$ cat src/rtl/rdws_pkg.sv
package rdws_pkg;

   typedef enum logic [1:0] {
      PH_IDLE   = 2'd0,
      PH_ADDR   = 2'd1,
      PH_STROBE = 2'd2,
      PH_WAIT   = 2'd3
   } rdws_phase_e;

endpackage

$ cat src/rtl/rdws_wait_counter.sv
module rdws_wait_counter #(
   parameter int WAIT_W         = 4,
   parameter int DEFAULT_WAITS  = 1,
   parameter bit WAIT_FROM_PORT = 1'b1
) (
   input  logic              clk,
   input  logic              rst,
   input  logic              load,
   input  logic              step,
   input  logic [WAIT_W-1:0] wait_count,
   output logic              last
);

   localparam int MAX_WAITS = (1 << WAIT_W) - 1;

   logic [WAIT_W-1:0] n_sel;
   logic [WAIT_W-1:0] remain_q;

   if (WAIT_W < 1) begin : g_bad_width
      $error("rdws_wait_counter: WAIT_W must be at least 1");
   end
   if ((DEFAULT_WAITS < 1) || (DEFAULT_WAITS > MAX_WAITS)) begin : g_bad_default
      $error("rdws_wait_counter: DEFAULT_WAITS out of range");
   end

   if (WAIT_FROM_PORT) begin : g_port_count
      always_comb begin
         n_sel = (wait_count == '0) ? WAIT_W'(1) : wait_count;
      end
   end else begin : g_fixed_count
      logic unused_cfg;
      assign unused_cfg = ^wait_count;
      always_comb begin
         n_sel = WAIT_W'(DEFAULT_WAITS);
      end
   end

   always_ff @(posedge clk) begin
      if (rst) begin
         remain_q <= '0;
      end else if (load) begin
         remain_q <= n_sel - WAIT_W'(1);
      end else if (step && (remain_q != '0)) begin
         remain_q <= remain_q - WAIT_W'(1);
      end
   end

   assign last = (remain_q == '0);

   assert_wait_nonzero_R4 : assert property (@(posedge clk) disable iff (rst)
      load |-> (n_sel != '0));

endmodule

$ cat src/rtl/rdws_sequencer.sv
module rdws_sequencer
   import rdws_pkg::*;
(
   input  logic clk,
   input  logic rst,
   input  logic req,
   input  logic wait_last,
   output logic accept,
   output logic capture,
   output logic count_step,
   output logic busy,
   output logic rd_n
);

   rdws_phase_e phase_q, phase_d;

   always_comb begin
      phase_d = phase_q;
      unique case (phase_q)
         PH_IDLE:   if (req) phase_d = PH_ADDR;
         PH_ADDR:   phase_d = PH_STROBE;
         PH_STROBE: phase_d = PH_WAIT;
         PH_WAIT:   if (wait_last) phase_d = PH_IDLE;
         default:   phase_d = PH_IDLE;
      endcase
   end

   always_ff @(posedge clk) begin
      if (rst) phase_q <= PH_IDLE;
      else     phase_q <= phase_d;
   end

   assign accept     = (phase_q == PH_IDLE) && req;
   assign count_step = (phase_q == PH_WAIT);
   assign capture    = (phase_q == PH_WAIT) && wait_last;
   assign busy       = (phase_q != PH_IDLE);
   assign rd_n       = !((phase_q == PH_STROBE) || (phase_q == PH_WAIT));

   assert_addr_cycle_strobe_high_R2 : assert property (@(posedge clk) disable iff (rst)
      accept |=> (busy && rd_n));

   assert_strobe_after_addr_R3 : assert property (@(posedge clk) disable iff (rst)
      (busy && rd_n) |=> (!rd_n && busy));

   assert_release_ends_busy_R8 : assert property (@(posedge clk) disable iff (rst)
      capture |=> (!busy && rd_n));

endmodule

$ cat src/rtl/rdws_datapath.sv
module rdws_datapath #(
   parameter int ADDR_W = 16,
   parameter int DATA_W = 32
) (
   input  logic              clk,
   input  logic              rst,
   input  logic              accept,
   input  logic              capture,
   input  logic              busy,
   input  logic [ADDR_W-1:0] req_addr,
   input  logic [DATA_W-1:0] mem_data,
   output logic [ADDR_W-1:0] mem_addr,
   output logic [DATA_W-1:0] rd_data,
   output logic              rd_done
);

   logic [ADDR_W-1:0] addr_q;

   if ((ADDR_W < 1) || (DATA_W < 1)) begin : g_bad_width
      $error("rdws_datapath: bus widths must be at least 1");
   end

   always_ff @(posedge clk) begin
      if (rst) begin
         addr_q  <= '0;
         rd_data <= '0;
         rd_done <= 1'b0;
      end else begin
         if (accept)  addr_q  <= req_addr;
         if (capture) rd_data <= mem_data;
         rd_done <= capture;
      end
   end

   assign mem_addr = busy ? addr_q : '0;

   assert_done_single_R5 : assert property (@(posedge clk) disable iff (rst)
      rd_done |=> !rd_done);

   assert_addr_stable_R6 : assert property (@(posedge clk) disable iff (rst)
      (busy && $past(busy)) |-> $stable(mem_addr));

   assert_idle_addr_zero_R6 : assert property (@(posedge clk) disable iff (rst)
      !busy |-> (mem_addr == '0));

   assert_data_held_R9 : assert property (@(posedge clk) disable iff (rst)
      !capture |=> $stable(rd_data));

endmodule

$ cat src/rtl/rdws_read_ctrl.sv
module rdws_read_ctrl #(
   parameter int ADDR_W         = 16,
   parameter int DATA_W         = 32,
   parameter int WAIT_W         = 4,
   parameter int DEFAULT_WAITS  = 1,
   parameter bit WAIT_FROM_PORT = 1'b1
) (
   input  logic              clk,
   input  logic              rst,
   input  logic              req,
   input  logic [ADDR_W-1:0] req_addr,
   input  logic [WAIT_W-1:0] wait_count,
   output logic [DATA_W-1:0] rd_data,
   output logic              rd_done,
   output logic              busy,
   output logic [ADDR_W-1:0] mem_addr,
   output logic              mem_rd_n,
   input  logic [DATA_W-1:0] mem_data
);

   logic accept;
   logic capture;
   logic count_step;
   logic wait_last;

   rdws_wait_counter #(
      .WAIT_W         (WAIT_W),
      .DEFAULT_WAITS  (DEFAULT_WAITS),
      .WAIT_FROM_PORT (WAIT_FROM_PORT)
   ) i_counter (
      .clk        (clk),
      .rst        (rst),
      .load       (accept),
      .step       (count_step),
      .wait_count (wait_count),
      .last       (wait_last)
   );

   rdws_sequencer i_seq (
      .clk        (clk),
      .rst        (rst),
      .req        (req),
      .wait_last  (wait_last),
      .accept     (accept),
      .capture    (capture),
      .count_step (count_step),
      .busy       (busy),
      .rd_n       (mem_rd_n)
   );

   rdws_datapath #(
      .ADDR_W (ADDR_W),
      .DATA_W (DATA_W)
   ) i_data (
      .clk      (clk),
      .rst      (rst),
      .accept   (accept),
      .capture  (capture),
      .busy     (busy),
      .req_addr (req_addr),
      .mem_data (mem_data),
      .mem_addr (mem_addr),
      .rd_data  (rd_data),
      .rd_done  (rd_done)
   );

   assert_done_strobe_high_R5 : assert property (@(posedge clk) disable iff (rst)
      rd_done |-> (mem_rd_n && !busy));

   assert_done_follows_strobe_R5 : assert property (@(posedge clk) disable iff (rst)
      rd_done |-> !$past(mem_rd_n));

endmodule

$ cat config.mk
export PLATFORM = sky130hd
export DESIGN_NAME = rdws_read_ctrl
export DESIGN_NICKNAME = d
export VERILOG_FILES = /design/src/rtl/rdws_pkg.sv /design/src/rtl/rdws_wait_counter.sv /design/src/rtl/rdws_sequencer.sv /design/src/rtl/rdws_datapath.sv /design/src/rtl/rdws_read_ctrl.sv
export SDC_FILE = /design/constraint.sdc
export NUM_CORES = 1
export LEC_CHECK = 0
export BUFFER_PORTS_ARGS = -buffer_cell sky130_fd_sc_hd__buf_4
export CORE_UTILIZATION = 50
export DETAILED_ROUTE_END_ITERATION = 8
export PLACE_DENSITY = 0.9
export RECOVER_POWER = 50
export SLEW_MARGIN = 25
export SYNTH_ARGS = -nofsm -noshare
export SYNTH_HDL_FRONTEND = slang
export SYNTH_SLANG_ARGS = --single-unit
$ cat constraint.sdc
create_clock -name clk -period 4.95 [get_ports clk]
set_input_delay 0.7425 -clock clk [delete_from_list [all_inputs] [get_ports clk]]
set_output_delay 0.7425 -clock clk [all_outputs]
set_load 0.03 [all_outputs]
# Word-level counts from Yosys, hierarchy flattened

Index checks and enable logic that the tools add are counted.

Output and inout bits: 51
Bits of input ports: 55
Word-level logic and storage cells: 31
Bits in registers: 55

Add/subtract/negate cells: 2
Muxes and demuxes: 7
Reduce and logical (&&, ||, !) cells: 12
Equality and inequality tests: 5

Operators with widths:

| cell                                                  | number |
|---|---|
| 2-to-1 mux 16 bit                                     | 1 |
| 2-to-1 mux 4 bit                                      | 3 |
| logical NOT 4 bit                                     | 2 |
| case mux 2 bit (4 select lines)                       | 1 |
| subtractor 4 x 1 -> 4 bit, second input constant      | 2 |
| == test 2 bit, second input constant                  | 2 |
| 2-to-1 mux 2 bit                                      | 2 |
| nonzero test 2 bit                                    | 2 |
| nonzero test 4 bit                                    | 1 |
| logical AND 1 bit                                     | 3 |
| == test 2 x 1 -> 1 bit, second input constant         | 1 |
| logical NOT 2 bit                                     | 1 |
| inequality test 2 x 1 -> 1 bit, second input constant | 1 |
| inequality test 2 bit, second input constant          | 1 |
| AND reduction 2 bit                                   | 1 |
| logical NOT 1 bit                                     | 1 |
| logical OR 1 bit                                      | 1 |

# Logic depth before layout (Yosys ltp)

Gate-level depths: netlist (run 1).

Word-level depth: 4
Gate-level depth with buffers: 9
Gate-level depth less buffers: 9

# Modules after synthesis

Synthesis (run 1) repeated with hierarchy kept, for this count alone.

Cells, all modules: 225
Area, all modules: 2312.2 µm²

By module, submodules not included:

| module            | seq. area each (µm²) | cells an instance | area an instance (µm²) | times used |
|---|---|---|---|---|
| rdws_datapath     | 980.9                | 174               | 1875.5                 | 1 |
| rdws_wait_counter | 80.1                 | 31                | 257.7                  | 1 |
| rdws_sequencer    | 40.0                 | 20                | 178.9                  | 1 |

# Least setup slack after synthesis (run 1)

No wires, ideal clock.

Kind: in2reg
From: input req
To: register i_counter.remain_q[2]
Buffers on the path: 1
Stages: 7
Arrival: 2.193 ns
Data required time: 4.855 ns
Setup time: 0.095 ns
Path slack: 2.661 ns
Cells stage by stage: and2_0 clkbuf_1 mux2i_1 ha_1 nand2_1 or3_1 a221oi_1

Longest elaborated chain between the ends: 2
Elaborated cells between the ends (all ways): 3
Those cells by class: mux (1); reduce/logical (2)

Ends and longest elaborated chain:

| item                                                          | line                    | source |
|---|---|---|
| start, declared                                               | rdws_read_ctrl.sv:10    | `input logic req,` |
| logical AND 1 bit (*)                                         | rdws_sequencer.sv:33    | `assign accept = (phase_q == PH_IDLE) && req;` |
| 2-to-1 mux 4 bit / nonzero test 2 bit (equally long branches) | -                       |  |
| end signal, assigned                                          | rdws_wait_counter.sv:42 | `remain_q <= n_sel - WAIT_W'(1);` |
| end signal, assigned                                          | rdws_wait_counter.sv:44 | `remain_q <= remain_q - WAIT_W'(1);` |
| end, declared                                                 | rdws_wait_counter.sv:17 | `logic [WAIT_W-1:0] remain_q;` |

Mark *: on every way between the ends. The rest lies on a longest branch, timed or not.
A chain may end at the register's enable or synchronous reset.

# Worst setup path in the final report (run 1)

From: register i_seq.phase_q[0]
To: register i_counter.remain_q[2]

Longest elaborated chain between the ends: 3
Elaborated cells between the ends (all ways): 6
Those cells by class: eq/ne (1); mux (1); reduce/logical (4)

Ends and longest elaborated chain:

| item                                                                    | line                                          | source |
|---|---|---|
| start, declared                                                         | rdws_sequencer.sv:15                          | `rdws_phase_e phase_q, phase_d;` |
| start signal, assigned                                                  | rdws_sequencer.sv:30                          | `else phase_q <= phase_d;` |
| == test 2 bit / logical NOT 2 bit (equally long branches)               | rdws_sequencer.sv:34, rdws_sequencer.sv:33    |  |
| logical AND 1 bit, on equally long branches                             | rdws_wait_counter.sv:43, rdws_sequencer.sv:33 |  |
| nonzero test 2 bit (no line) / 2-to-1 mux 4 bit (equally long branches) | -                                             |  |

Several ways; a longest one is shown, not always the timed one.

==> summary.txt, run 1 <==
Die height - 70.15 um
IO Pins - 106
NumNets Final - 434
Hold-fix buffers at CTS - 0
CTS tree - done
Ant diodes - 0
Tightest Hold Check Type - flip-flop to flip-flop
Syn_nets - 346
LEAKAGE - 0.001159 uW
Synth Area in Compound Gates - 0.2166
FP Rows - 24
Most frequent cells in the layout - buf_4, dfxtp_1, a21oi_1
Synth Warn # - 0
Worst r2r src - i_seq.phase_q[0]
Cell Count Post-Placement - 419
Via count - 2,296
Synth Area per Inst - 8.120 um2
Reg2reg setup slack - 1.95 ns
Crit path time final - 3.003 ns
Outcome - finished, final reports clean
Simple-gate share of the synthesized area - 0.2117
First-pass GRT wire length - 9.853 mm
Avg WL per Cell - 13.87 um
Filler cells - 398
Final Cycle Share - 0.6067
Primary FF master, synth - dfxtp_1
GR Util All Layers - 0.2482
Final Non-Filler Cells - 427
Max-cap violations - 0
CP arrival - 3.22 ns
FF-to-FF End - i_counter.remain_q[2]
DRT Pass-1 Iters - 4
Hold EP - i_data.addr_q[2]
Mapped cell area - 2322 um2
Final Hold Viols - 0
Max Buffers Root-to-Sink - 2
Cell Pwr Density - 452.7 nW/um2
Worst hold start - i_data.addr_q[2]
CP Data Required Time - 5.17 ns
Area growth syn-to-layout - 30.17%
Synth Area in XOR/XNOR - 0.003772
CP endpoint kind - flip-flop
Slew @ Worst Pin - 1.055 ns
RSZ-0062 raised after global routing - no
Total gr overflow - 0
CTS sink cnt - 55
Antenna viol nets, final - 0
Number of flops mapped to enable cells by yosys - 0
Hold Crit Depth - 2
Endpoints failing setup - 0
Clk Latency, worst-skew pair - 0.31 ns
Fmax - 333.0 MHz
Critical path startpoint category - flip-flop
Detailed Route Iter0 Violations - 217
Post-DP HPWL - 4.052 mm
Core footprint - 4414 um2
Ys async rst share - 0
Fin. max-slew vios - 0
Clock Root Buffer - clkbuf_8
Number of setup buffers added after CTS - 0
Adder-Cell Fraction of Synth Area - 0.02694
Total power draw - 1369 uW
Die width - 70.15 um
Number of port buffers - 105
Synth unique cells - 31
Vias in the first global route - 2,187
Initial antenna violation count - 0
Commonest non-fill, non-tap cell in the layout - buf_4
Num CTS Buffers - 5
WL final - 5.924 mm
Multiplexer area fraction after synthesis - 0.004310
Vias/cell - 5.377
Yosys reg bits - 55
Max Clock Skew - 0.009079 ns
Layout cells sized above 1 - 0.2213
Syn Inst Count - 286
Worst vdd ir - 0.0002226 V
Clock Pin Slew Worst Setup and Hold Paths - 0.09 ns
Setup TNS - 0 ns
H-tree depth - 2
Slew margin rel. - 0.2968
Die ar. - 4921 um2
Crit-path max FO - 22
R2r worst-path depth - 8
Drt drc - 0
Register area share after synthesis - 0.4741
Post-CTS sizing - 0
Critical path type - flip-flop to flip-flop
Largest net degree at the start of global routing - 56
Initial Util - 0.5261
Largest family of logic cells by synthesized area - compound AO/OA/AOI/OAI gates
RePlAce Congestion - 0.8638
## metrics by stage
stage	worst slack (ns)	instance area (um2)	util	hold WS, ns
global placement	1.863	3065	0.6944	0.4378
global route	1.631	3023	0.6848	0.4725
detailed placement	1.727	3065	0.6944	0.4417
floorplan	2.661	2322	-	0.4318
CTS	1.689	3147	0.7129	0.4544
finish	1.947	3023	0.6848	0.4540
## report_power, final
group          total [uW]  leakage, uW  internal, uW  switching [uW]
combinational         575     0.000670           189             386
sequential            556     0.000447           506            49.8
clock                 238    0.0000422          99.7             138
total                1370      0.00116           794             574
## cells by family (layout without fill, tap and decap cells)
logic type,after synthesis,in the layout
xor gates and xnor gates,1,1
and+or+nand+nor,100,100
adders and majority gates,5,5
AOI/OAI and AO/OA,95,95
buffers and inverters,29,118
muxes,1,1
DFF,55,55
## per-layer routing
metal | track usage | vias up | wire, um
li1 | - | 1157 | -
met1 | 0.2924 | 1070 | 2430
met2 | 0.4380 | 63 | 3086
met3 | 0.05916 | 6 | 330
met4 | 0.08667 | 0 | 76
met5 | 0 | - | 0
## worst max-delay path: stages, from the launching register on
cell and delay (ns):
dfxtp_1 0.35, inv_1 0.11, ha_1 0.60, and2_1 0.71
mux2i_1 0.29, ha_1 0.22, nand2_1 0.08, or3_1 0.31
a221oi_1 0.26
## flip-flops by register name, summed over array words and instances, names as in the netlist
signal and flops:
i_counter.remain_q 4, i_data.addr_q 16, i_data.rd_data 32, i_data.rd_done 1
i_seq.phase_q 2
## synthesized netlist by cell type (2+ instances only)
cell | instances | area [um2]
a211oi_1 | 2 | 15.01
a21oi_1 | 53 | 265.3
buf_1 | 4 | 15.01
buf_2 | 5 | 25.02
buf_6 | 4 | 45.04
clkbuf_1 | 13 | 48.80
dfxtp_1 | 55 | 1101
ha_1 | 5 | 62.56
inv_1 | 3 | 11.26
nand2_1 | 36 | 135.1
nand3_1 | 33 | 165.2
nor2_1 | 2 | 7.510
nor2b_1 | 17 | 106.4
nor3_1 | 5 | 25.02
o21ai_0 | 5 | 25.02
o21ai_1 | 29 | 145.1
## cell type report
cell class	count	area, um2	area share
multi-input combinational	202	1085	0.3589
timing repair buffer	107	679.4	0.2248
clock buffer	7	76.32	0.02525
tap	52	65.06	0.02152
sequential	55	1101	0.3642
inverter	3	11.26	0.003725
clock inverter	1	5.005	0.001656
## worst max-delay path by stage
stage / slack, ns / startpoint / end / cells past startpoint
CTS: 1.69 / i_seq.phase_q[0] / i_counter.remain_q[2] / 8
floorplan: 2.66 / req / i_counter.remain_q[2] / 7
global route: 1.63 / i_seq.phase_q[0] / i_counter.remain_q[2] / 8
global placement: 1.86 / i_seq.phase_q[0] / i_counter.remain_q[2] / 8
finish: 1.95 / i_seq.phase_q[0] / i_counter.remain_q[2] / 8
detailed placement: 1.73 / i_seq.phase_q[0] / i_counter.remain_q[2] / 8
(Power assumes the default switching activity.)
==> run 2, diff against run 1 <==
- CORE_UTILIZATION: 50 -> 46
- PLACE_DENSITY: 0.9 -> 0.84
- clock period: 4.95 -> 3 ns (I/O delays scaled with it)
==> summary.txt, run 2 (synthesis results as in run 1) <==
Outcome - finished, final reports clean
Total gr overflow - 0
Detailed Route Iter0 Violations - 209
Vias/cell - 5.222
Max reg flops - 32
Setup TNS - 0 ns
Pint - 1323 uW
Max Clock Skew - 0.003355 ns
Num CTS Buffers - 5
Switch share - 0.4213
Clock Root Buffer - clkbuf_8
Slew @ Worst Pin - 0.7332 ns
Fmax - 446.9 MHz
IO Pins - 106
RePlAce Congestion - 0.7731
LEAKAGE - 0.001166 uW
WL final - 5.952 mm
CP startpoint - i_seq.phase_q[0]
CTS tree - done
Area growth syn-to-layout - 31.63%
Die width - 73.05 um
Clock Pin Slew Worst Setup and Hold Paths - 0.09 ns
Tightest Hold Check Type - input port to flip-flop
Largest net degree at the start of global routing - 56
CP arrival - 2.45 ns
DRT Pass-1 Iters - 4
Final Cycle Share - 0.7459
Filler cells - 482
Net Sw Power - 963.5 uW
Clk Latency, worst-skew pair - 0.30 ns
Logic pwr share - 0.428
Ant diodes - 0
Antenna viol nets, final - 0
Final Cell Area - 3057 um2
Worst vdd ir - 0.0003471 V
First-pass GRT wire length - 9.473 mm
RSZ-0062 raised after global routing - no
Worst hold slack - 0.3902 ns
H-tree depth - 2
CP max stage delay - 0.33 ns
Die height - 73.05 um
CP endpoint kind - flip-flop
Vias in the first global route - 2,168
Number of setup buffers added after CTS - 0
Worst r2r src - i_seq.phase_q[0]
GR Util All Layers - 0.2269
Avg WL per Cell - 13.38 um
Placed cell area - 3107 um2
Crit path time final - 2.238 ns
Final Hold Viols - 0
NumNets Final - 437
Initial Util - 0.4852
CP Data Required Time - 3.21 ns
Post-DP HPWL - 4.087 mm
Delay-heaviest family, CP - buffers and inverters
Crit-path max FO - 20
Commonest non-fill, non-tap cell in the layout - buf_4
Number of port buffers - 105
Max-cap violations - 0
Critical path startpoint category - flip-flop
Top reg by flops - i_data.rd_data
Most frequent cells in the layout - buf_4, dfxtp_1, a21oi_1
Core footprint - 4786 um2
Die ar. - 5336 um2
Endpoints failing setup - 0
Via count - 2,324
CTS sink cnt - 55
Reg2reg setup slack - 0.76 ns
Flop pwr share - 0.401
Fin. max-slew vios - 0
Max Buffers Root-to-Sink - 2
FP Rows - 25
Cell Pwr Density - 748.2 nW/um2
Buf+Inv Stages, Crit Path - 3
Worst hold start - req_addr[12]
CP cell instances - inv_1, ha_1, buf_4, nand2_1, buf_4, a21oi_1, ha_1, nand2_1, or3_1, a221oi_1
Clock share of power - 0.171
Critical path type - flip-flop to flip-flop
Slowest library cell on the worst path - dfxtp_1
Initial antenna violation count - 0
Layout cells sized above 1 - 0.2249
Top Registers - i_data.rd_data: 32 flops, i_data.addr_q: 16 flops, i_counter.remain_q: 4 flops
Post-CTS sizing - 0
Hold-fix buffers at CTS - 0
Slew margin rel. - 0.5112
Drt drc - 0
==> run 2: cell types whose count changed in the layout (fill, tap and decap cells not counted) <==
cell	previous run	this run
o21ai_0	22	5
o21ai_1	12	29
clkbuf_1	35	37
and2_0	0	1
and2_1	1	0
buf_4	74	75
or3b_1	1	0
or3b_2	0	1
==> run 2: final timing paths <==
| path | to | cells after the start |
|---|---|---|
| worst min register to register | i_data.addr_q[9] | 2 |
| worst min-delay path | i_data.addr_q[12] | 3 |
| worst max register to register | i_counter.remain_q[2] | 10 |
| worst max-delay path | i_counter.remain_q[2] | 10 |
==> run 2: per-stage QoR <==
stage,util,instances,setup slack (ns),power [uW]
final,0.6387,445,0.7623,2287
after global routing,0.6387,445,0.5448,2441
after CTS,0.6661,445,0.7465,2341
after detailed placement,0.6492,437,0.7728,1955
after global placement,0.6492,437,0.8790,1924
after floorplan,-,286,0.8728,1631
==> run 2: layout make-up <==
cell class                      instances  area, um2  area share
Multi-Input combinational cell        202       1085      0.3549
Sequential cell                        55       1101      0.3602
Clock buffer                            7      76.32     0.02497
Clock inverter                          1      5.005    0.001637
Timing Repair Buffer                  110      694.4      0.2272
Tap cell                               67      83.83     0.02743
Inverter                                3      11.26    0.003684
==> run 2: power groups by stage <==
stage	Sequential (uW)	Clock, uW	Combinational [uW]
floorplan	968	0	663
global placement	925	0	999
detailed placement	933	0	1020
CTS	917	400	1020
global route	930	430	1080
finish	916	391	980
==> run 2: layer usage <==
| metal | routed length [um] | global-route usage |
|---|---|---|
| met4 | 140 | 0.09804 |
| met5 | 0 | 0 |
| met3 | 302 | 0.06077 |
| met2 | 3111 | 0.4012 |
| met1 | 2398 | 0.2550 |
==> run 2: worst min-delay path, stage by stage <==
cell and delay (ns):
buf_4 0.11, nand2_1 0.05, a21oi_1 0.05
